==> config.mk <==
export PLATFORM = sky130hd
export DESIGN_NAME = irq_coalesce_ctrl
export DESIGN_NICKNAME = d
export VERILOG_FILES = /design/src/rtl/irqc_pkg.sv /design/src/rtl/irqc_w1c_reg.sv /design/src/rtl/irqc_fold.sv /design/src/rtl/irqc_coalesce.sv /design/src/rtl/irq_coalesce_ctrl.sv
export SDC_FILE = /design/constraint.sdc
export NUM_CORES = 1
export LEC_CHECK = 0
export ABC_AREA = 1
export ABC_CLOCK_PERIOD_IN_PS = 2900
export BUFFER_PORTS_ARGS = -buffer_cell sky130_fd_sc_hd__buf_2
export CORE_ASPECT_RATIO = 1.5
export CORE_MARGIN = 2
export CORE_UTILIZATION = 48
export CTS_CLUSTER_DIAMETER = 80
export DETAILED_ROUTE_END_ITERATION = 8
export PLACE_DENSITY = 0.8
export REMOVE_ABC_BUFFERS = 1
export SLEW_MARGIN = 0
export SYNTH_ARGS = -nofsm -noshare
export SYNTH_HDL_FRONTEND = slang
export SYNTH_SLANG_ARGS = --single-unit
export TNS_END_PERCENT = 1
==> constraint.sdc <==
create_clock -name clk -period 2.9 [get_ports clk]
set_input_delay 0 -clock clk [delete_from_list [all_inputs] [get_ports clk]]
set_output_delay 0 -clock clk [all_outputs]
set_load 0.005 [all_outputs]
==> src/rtl/irqc_pkg.sv <==
package irqc_pkg;
    localparam int DATA_W = 32;
    localparam int REG_AW = 2;

    typedef enum logic [REG_AW-1:0] {
        SEL_COAL = 2'd0,
        SEL_MAIN = 2'd1,
        SEL_MASK = 2'd2,
        SEL_FH   = 2'd3
    } reg_sel_e;

    // main register bit positions decoded by the host
    localparam int MAIN_RX_SUM = 31;
    localparam int MAIN_HW_ERR = 29;
    localparam int MAIN_TX_SUM = 27;
    localparam int FH_HIPRI    = 30;

    localparam logic [DATA_W-1:0] MAIN_DIRECT_BITS = 32'h0200_00C3;
    localparam logic [DATA_W-1:0] FH_IMPL_BITS     = 32'hC003_0003;

    localparam int NUM_FOLD = 3;
    localparam logic [DATA_W-1:0] FOLD_SRC [NUM_FOLD] = '{
        32'h4003_0000,   // receive group incl. high priority
        32'h8000_0000,   // flow-handler error
        32'h0000_0003    // transmit group
    };
    localparam int FOLD_DST [NUM_FOLD] = '{MAIN_RX_SUM, MAIN_HW_ERR, MAIN_TX_SUM};
endpackage

==> src/rtl/irqc_w1c_reg.sv <==
module irqc_w1c_reg #(
    parameter int                W    = 32,
    parameter logic [W-1:0]      IMPL = '1
) (
    input  logic         clk,
    input  logic         rst_n,
    input  logic [W-1:0] set_i,
    input  logic         clr_en_i,
    input  logic [W-1:0] clr_bits_i,
    output logic [W-1:0] q_o
);
    typedef struct packed {
        logic [W-1:0] bits;
    } w1c_state_t;

    w1c_state_t st_d, st_q;

    always_comb begin
        st_d = st_q;
        if (clr_en_i) begin
            st_d.bits = st_d.bits & ~clr_bits_i;
        end
        // a new event wins over a clear in the same cycle
        st_d.bits = (st_d.bits | set_i) & IMPL;
    end

    always_ff @(posedge clk) begin
        if (!rst_n) begin
            st_q <= '0;
        end else begin
            st_q <= st_d;
        end
    end

    assign q_o = st_q.bits;
endmodule

==> src/rtl/irqc_fold.sv <==
module irqc_fold
    import irqc_pkg::*;
(
    input  logic [DATA_W-1:0] fh_stat_i,
    output logic [DATA_W-1:0] sum_o
);
    logic [NUM_FOLD-1:0] hit;

    for (genvar g = 0; g < NUM_FOLD; g++) begin : g_fold
        assign hit[g] = |(fh_stat_i & FOLD_SRC[g]);
    end

    always_comb begin
        sum_o = '0;
        for (int g = 0; g < NUM_FOLD; g++) begin
            sum_o[FOLD_DST[g]] = hit[g];
        end
    end
endmodule

==> src/rtl/irqc_coalesce.sv <==
module irqc_coalesce #(
    parameter int COAL_W         = 8,
    parameter int TICKS_PER_UNIT = 32
) (
    input  logic              clk,
    input  logic              rst_n,
    input  logic              tick_i,
    input  logic              pending_i,
    input  logic              bypass_i,
    input  logic [COAL_W-1:0] coal_i,
    output logic              irq_o
);
    localparam int UNIT_LOG2 = $clog2(TICKS_PER_UNIT);
    localparam int CNT_W     = COAL_W + UNIT_LOG2 + 1;

    typedef struct packed {
        logic [CNT_W-1:0] cnt;
        logic             expired;
    } coal_state_t;

    coal_state_t      st_d, st_q;
    logic [CNT_W-1:0] limit;
    logic [CNT_W-1:0] cnt_inc;

    assign limit   = CNT_W'(coal_i) * CNT_W'(TICKS_PER_UNIT);
    assign cnt_inc = st_q.cnt + CNT_W'(1);

    always_comb begin
        st_d = st_q;
        if (!pending_i) begin
            st_d.cnt     = '0;
            st_d.expired = 1'b0;
        end else if (!st_q.expired && tick_i) begin
            st_d.cnt = cnt_inc;
            if (cnt_inc >= limit) begin
                st_d.expired = 1'b1;
            end
        end
    end

    always_ff @(posedge clk) begin
        if (!rst_n) begin
            st_q <= '0;
        end else begin
            st_q <= st_d;
        end
    end

    assign irq_o = pending_i & (st_q.expired | bypass_i | (coal_i == '0));
endmodule

==> src/rtl/irq_coalesce_ctrl.sv <==
module irq_coalesce_ctrl
    import irqc_pkg::*;
#(
    parameter int COAL_W         = 8,
    parameter int TICKS_PER_UNIT = 32
) (
    input  logic              clk,
    input  logic              rst_n,
    input  logic              us_tick,
    input  logic [DATA_W-1:0] main_evt,
    input  logic [DATA_W-1:0] fh_evt,
    input  logic              reg_wr,
    input  logic [REG_AW-1:0] reg_addr,
    input  logic [DATA_W-1:0] reg_wdata,
    output logic [DATA_W-1:0] reg_rdata,
    output logic              host_irq
);
    typedef struct packed {
        logic [COAL_W-1:0] coal;
        logic [DATA_W-1:0] mask;
    } cfg_t;

    cfg_t              cfg_d, cfg_q;
    reg_sel_e          sel;
    logic [DATA_W-1:0] fh_stat_w;
    logic [DATA_W-1:0] direct_w;
    logic [DATA_W-1:0] fold_w;
    logic [DATA_W-1:0] main_stat_w;
    logic [DATA_W-1:0] mask_w;
    logic [COAL_W-1:0] coal_w;
    logic              pending_w;
    logic              bypass_w;

    assign sel = reg_sel_e'(reg_addr);

    always_comb begin
        cfg_d = cfg_q;
        if (reg_wr && sel == SEL_COAL) cfg_d.coal = reg_wdata[COAL_W-1:0];
        if (reg_wr && sel == SEL_MASK) cfg_d.mask = reg_wdata;
    end

    always_ff @(posedge clk) begin
        if (!rst_n) begin
            cfg_q <= '0;
        end else begin
            cfg_q <= cfg_d;
        end
    end

    assign mask_w = cfg_q.mask;
    assign coal_w = cfg_q.coal;

    irqc_w1c_reg #(.W(DATA_W), .IMPL(FH_IMPL_BITS)) u_fh_stat (
        .clk        (clk),
        .rst_n      (rst_n),
        .set_i      (fh_evt),
        .clr_en_i   (reg_wr && sel == SEL_FH),
        .clr_bits_i (reg_wdata),
        .q_o        (fh_stat_w)
    );

    irqc_w1c_reg #(.W(DATA_W), .IMPL(MAIN_DIRECT_BITS)) u_main_stat (
        .clk        (clk),
        .rst_n      (rst_n),
        .set_i      (main_evt),
        .clr_en_i   (reg_wr && sel == SEL_MAIN),
        .clr_bits_i (reg_wdata),
        .q_o        (direct_w)
    );

    irqc_fold u_fold (
        .fh_stat_i (fh_stat_w),
        .sum_o     (fold_w)
    );

    assign main_stat_w = direct_w | fold_w;
    assign pending_w   = |(main_stat_w & mask_w);
    assign bypass_w    = fh_stat_w[FH_HIPRI] & mask_w[MAIN_RX_SUM];

    irqc_coalesce #(.COAL_W(COAL_W), .TICKS_PER_UNIT(TICKS_PER_UNIT)) u_coal (
        .clk       (clk),
        .rst_n     (rst_n),
        .tick_i    (us_tick),
        .pending_i (pending_w),
        .bypass_i  (bypass_w),
        .coal_i    (coal_w),
        .irq_o     (host_irq)
    );

    always_comb begin
        case (sel)
            SEL_COAL: reg_rdata = DATA_W'(coal_w);
            SEL_MAIN: reg_rdata = main_stat_w;
            SEL_MASK: reg_rdata = mask_w;
            default:  reg_rdata = fh_stat_w;
        endcase
    end
endmodule

Word-level counts from Yosys, hierarchy flattened
Index checks and enable logic that the tools add are counted.

cells by class
  add/subtract/negate cells = 1
  $lt $le $gt $ge = 1
  equal/unequal tests = 3
  multiplexer cells = 3
  bitwise logic cells = 11
  reduce and logical (&&, ||, !) cells = 13

operators with widths
  operator                                                          count
  32-bit one-hot mux with 3 select lines                            1
  32-bit bitwise AND                                                2
  32-bit 2-to-1 mux                                                 1
  32-bit inverter                                                   1
  26-bit by 32-bit bitwise OR with 32-bit output                    1
  32-bit bitwise OR                                                 1
  32-bit OR reduction                                               1
  26-bit bitwise AND                                                1
  26-bit 2-to-1 mux                                                 1
  26-bit bitwise OR                                                 1
  14-bit by 1-bit adder with 14-bit output (second input constant)  1
  14-bit by 13-bit greater-or-equal comparator with 1-bit output    1
  8-bit zero test                                                   1
  1-bit logical AND                                                 5
  2-bit == test (second input constant)                             2
  2-bit AND reduction                                               2
  3-bit OR reduction                                                1
  1-bit bitwise AND                                                 2
  2-bit by 1-bit == test with 1-bit output (second input constant)  1
  2-bit zero test                                                   1
  1-bit bitwise OR                                                  2
  2-bit OR reduction                                                1
  1-bit zero test                                                   1

storage, ports and cells
  register bits = 92
  input bits = 102
  output and inout bits = 33
  word-level logic and storage cells = 39

Depth between registers and ports, before layout
  depth after elaboration = 5
  depth in mapped cells = 17
  depth with buffers taken out = 17

Modules after synthesis
A second synthesis with hierarchy kept.

unflattened totals
  cells, all modules = 667
  area, all modules = 4546.9 sq um

modules (own cells, without submodules)
  module                      times used  cells each  area each (sq um)  seq. area each (sq um)
  irq_coalesce_ctrl           1           361         2408.6             800.8
  irqc_coalesce               1           159         1079.8             300.3
  irqc_w1c_reg (u_fh_stat)    1           58          420.4              120.1
  irqc_w1c_reg (u_main_stat)  1           54          391.6              100.1
  irqc_fold                   1           35          246.5              0.0

Worst setup path before layout
No wires, ideal clock.

  path kind = reg-to-reg
  start point = reg u_coal.st_q[1] in the netlist's numbering
  end point = reg u_coal.st_q[0] in the netlist's numbering
  library setup time = 0.070 ns
  arrival = 2.139 ns
  required time = 2.830 ns
  path slack = 0.692 ns
  cell stages (with the launch flop) = 18
  path buffers = 0
  period minus slack after synthesis = 2.208 ns
  path through = dfxtp_1 > ha_1 > nand3_2 > nor2_2 > nand2_2 > nor2_4 > nand3_1 > xor2_1 > inv_1 > ha_1 > nand3_1 > inv_1 > nand4_1 > nor2_2 > nand2_1 > nand2_1 > nand2_1 > a21oi_1

between the ends
  word-level cells in the longest chain between the ends = 3

RTL lines
  what                                                            line                 RTL
  from (decl)                                                     irqc_coalesce.sv:21  coal_state_t st_d, st_q;
  from (signal assigned)                                          irqc_coalesce.sv:45  st_q <= st_d;
  14-bit by 1-bit adder with 14-bit output                        irqc_coalesce.sv:26  assign cnt_inc = st_q.cnt + CNT_W'(1);
  net u_coal.cnt_inc[10]                                          irqc_coalesce.sv:23  logic [CNT_W-1:0] cnt_inc;
  14-bit by 13-bit greater-or-equal comparator with 1-bit output  irqc_coalesce.sv:35  if (cnt_inc >= limit) begin
  2-bit AND reduction (no line)                                   n/a

The timed path passes the listed nets, and every way through them passes these cells.
A chain may end at the register's enable or synchronous reset.

Final worst setup path
Same ends and word-level chain as after synthesis.

==> impl_metrics.yaml <==
logic_synthesis:
  synth_common_cells: "71 x inv_1, 66 x dfxtp_1, 64 x a21oi_1"
  ys_types: 31
  ys.warnings.count: 0
  yosysMostFrequentCell: "inv_1"
  synth_edf_count: 0
  synthCells: 445
  ys_top_cells_by_area: "dfxtp_1 41%, a21oi_1 9.9%, inv_1 8.3%"
  yosys.area.top_type: "dfxtp_1"
  synth_area_um2: 3230
  synth.top_cell.area_share: 0.409
  synth_ff_type: "dfxtp_1"
  avgSynthCellArea_um2: 7.25
  ys_seq_elements: 66
  ys_seq_area_frac: 0.409
  async_reset_ff_frac: 0
global_route:
  antenna_found_initial: 0
  grt_overflow: 0
  grt_pass1_vias: 3486
  grt_pass1_wl_um: 15700
  grt.total_usage: 0.265
  grt_max_degree: 47
die:
  initial_core_util: 0.498
  die_h_um: 104
  ios: 135
  rows: 36
  core_um2: 6490
  die_x_um: 71.0
  dieArea_um2: 7410
outcome:
  outcome: "finished, final reports clean"
timing:
  fmax_mhz: 384
  min_period_ns: 2.61
  period_share: 0.898
  rsz0062_at_grt: "false"
  tightest_slew_ns: 0.942
  setup_violations: 0
  timing.final.hold_violations: 0
  maxSlewViolCount: 0
  tns_ns: 0
  finClkSkew_ns: 0.00891
  maxSlewHeadroom: 0.371
clock_tree:
  numCtsBuffers: 9
  clk_pin_slew_ns: 0.07
  cts_max_path_buffers: 2
  cts_setup_buffers: 0
  cts_max_level: 3
  clockRootBuffer: "clkbuf_8"
  cts_tree: "done"
  clkSinkCount: 66
  clock_latency_ns: 0.35
placed_design:
  io_buffer_count: 81
  detailedPlacementHpwl_um: 5510
  place_area_um2: 3660
  gp_congestion: 0.849
final_layout:
  design_area_um2: 4400
  fin_nets: 682
  area_growth_pct: 36.4
  drive_gt1_frac: 0.200
  antenna_cells: 0
  fill_cells: 507
power:
  swShare: 0.252
  intPower_uw: 1650
  p_comb_frac: 0.138
  peakVddDrop_mv: 0.504
  p_sw_uw: 555
  powerDensity_nw_per_um2: 501
  pwr-share-seq: 0.440
  clock_power_share: 0.423
  p_leak_uw: 0.00195
setup_path:
  cp.required_ns: 3.11
  critical-path-max-stage-delay_ns: 0.41
  cpLargestDelayFamily: "simple AND/OR/NAND/NOR gates"
  critical_path_peak_fanout: 4
  crit_top_cell: "nand2_1"
  crit_path_cell_trace: "ha_1 -> nand3_2 -> nor2_2 -> nand2_2 -> nor2_4 -> nand3_1 -> xor2_1 -> inv_1 -> ha_1 -> nand3_1 -> inv_1 -> o21ai_0 -> nand2_1 -> nor2_1 -> nand2_1 -> nand2_1 -> a21oi_1"
  rrSetupSlack_ns: 0.29
  crit_arrival_ns: 2.82
  path_buf_inv: 2
  critical_path_class: "register to register"
  worst_setup_path_start_kind: "register"
  worstSetupEndpointType: "register"
  crit_slowest_cell: "dfxtp_1"
flow_run:
  maxCapViolCount: 0
routing:
  dr.pass1.iters: 7
  drt_iter0_drc: 200
  route.antenna.remaining_nets: 0
  remaining_drc_errors: 0
  wl_um: 9730
  routedWlPerCell_um: 15.0
  vias: 3521
  avgViaCountPerCell: 5.42
worst_hold_path:
  hold_path.class: "input pin to register"
-- worst paths after layout --
check	start	endpoint	cells after the start
worst min-delay path	reg_addr[0]	mask_w[1]$_SDFFE_PN0P_	4
worst max-delay path	u_coal.st_q[1]$_SDFFE_PN0P_	u_coal.st_q[0]$_SDFFE_PN0P_	17
worst max register to register	u_coal.st_q[1]$_SDFFE_PN0P_	u_coal.st_q[0]$_SDFFE_PN0P_	17
worst min register to register	mask_w[4]$_SDFFE_PN0P_	mask_w[4]$_SDFFE_PN0P_	2
-- routing by layer --
layer / vias up / GRT usage / wire (um)
li1: 1697 / - / -
met5: - / 0 / 0
met3: 32 / 0.0746 / 748
met2: 184 / 0.486 / 5120
met4: 0 / 0.116 / 234
met1: 1608 / 0.273 / 3620
-- cell usage in the layout, fill, tap and decap left out, types with 9 or more instances in the layout --
cell type      count
a21oi_1           64
nor2_1            40
clkbuf_8           9
dlygate4sd3_1     51
inv_1             71
buf_2             81
nand3_1           15
o21ai_0           51
dfxtp_1           66
nand2_1           60
ha_1              10
-- worst reg2reg max path, cell delays in order, from the launching register on --
cell,delay [ns]
dfxtp_1,0.41
ha_1,0.27
nand3_2,0.12
nor2_2,0.16
nand2_2,0.08
nor2_4,0.16
nand3_1,0.11
xor2_1,0.22
inv_1,0.07
ha_1,0.27
nand3_1,0.08
inv_1,0.06
o21ai_0,0.10
nand2_1,0.08
nor2_1,0.11
nand2_1,0.07
nand2_1,0.05
a21oi_1,0.05
-- logic make-up after synthesis --
logic type      count (synthesis)  share of synthesized area
compound gates                135                      0.226
xor+xnor                       10                     0.0376
fa+ha+maj                      10                     0.0388
buf+inv                        91                      0.107
flops                          66                      0.409
simple gates                  133                      0.181
-- power groups by stage --
stage / clock [uW] / sequential, uW / combinational [uW]
after floorplan: 0 / 982 / 133
after global placement: 0 / 986 / 226
after detailed placement: 0 / 987 / 231
after CTS: 933 / 966 / 287
after global routing: 975 / 973 / 330
final: 932 / 969 / 304
-- metrics by stage --
step | hold WS [ns] | utilization | total power, uW | std cells | worst slack, ns
6_report | 0.0294 | 0.679 | 2210 | 650 | 0.295
5_1_grt | 0.0285 | 0.679 | 2280 | 650 | 0.0523
3_3_place_gp | 0.205 | 0.565 | 1210 | 584 | 0.450
3_5_place_dp | 0.213 | 0.565 | 1220 | 584 | 0.366
4_1_cts | 0.00919 | 0.679 | 2190 | 650 | 0.309
2_1_floorplan | 0.117 | - | 1120 | 426 | 0.686
-- repair_timing --
item	CTS	global route
hold buffers	51	0
resized for setup	0	0
setup endpoints to repair	0	0
hold endpoints to repair	52	0
-- layout make-up --
cell class / count / area (um^2) / area share
Multi-Input combinational cell: 288 / 1560 / 0.355
Inverter: 72 / 270 / 0.0614
Timing Repair Buffer: 133 / 923 / 0.210
Sequential cell: 66 / 1320 / 0.300
Tap cell: 76 / 95.1 / 0.0216
Clock inverter: 5 / 104 / 0.0236
Clock buffer: 10 / 128 / 0.0290
-- registers in the layout, indices dropped and copies added (netlist names) --
| register | flops |
|---|---|
| mask_w | 32 |
| u_coal.st_q | 15 |
| coal_w | 8 |
| u_fh_stat.q_o | 6 |
| u_main_stat.q_o | 5 |
(Power assumes the default switching activity.)
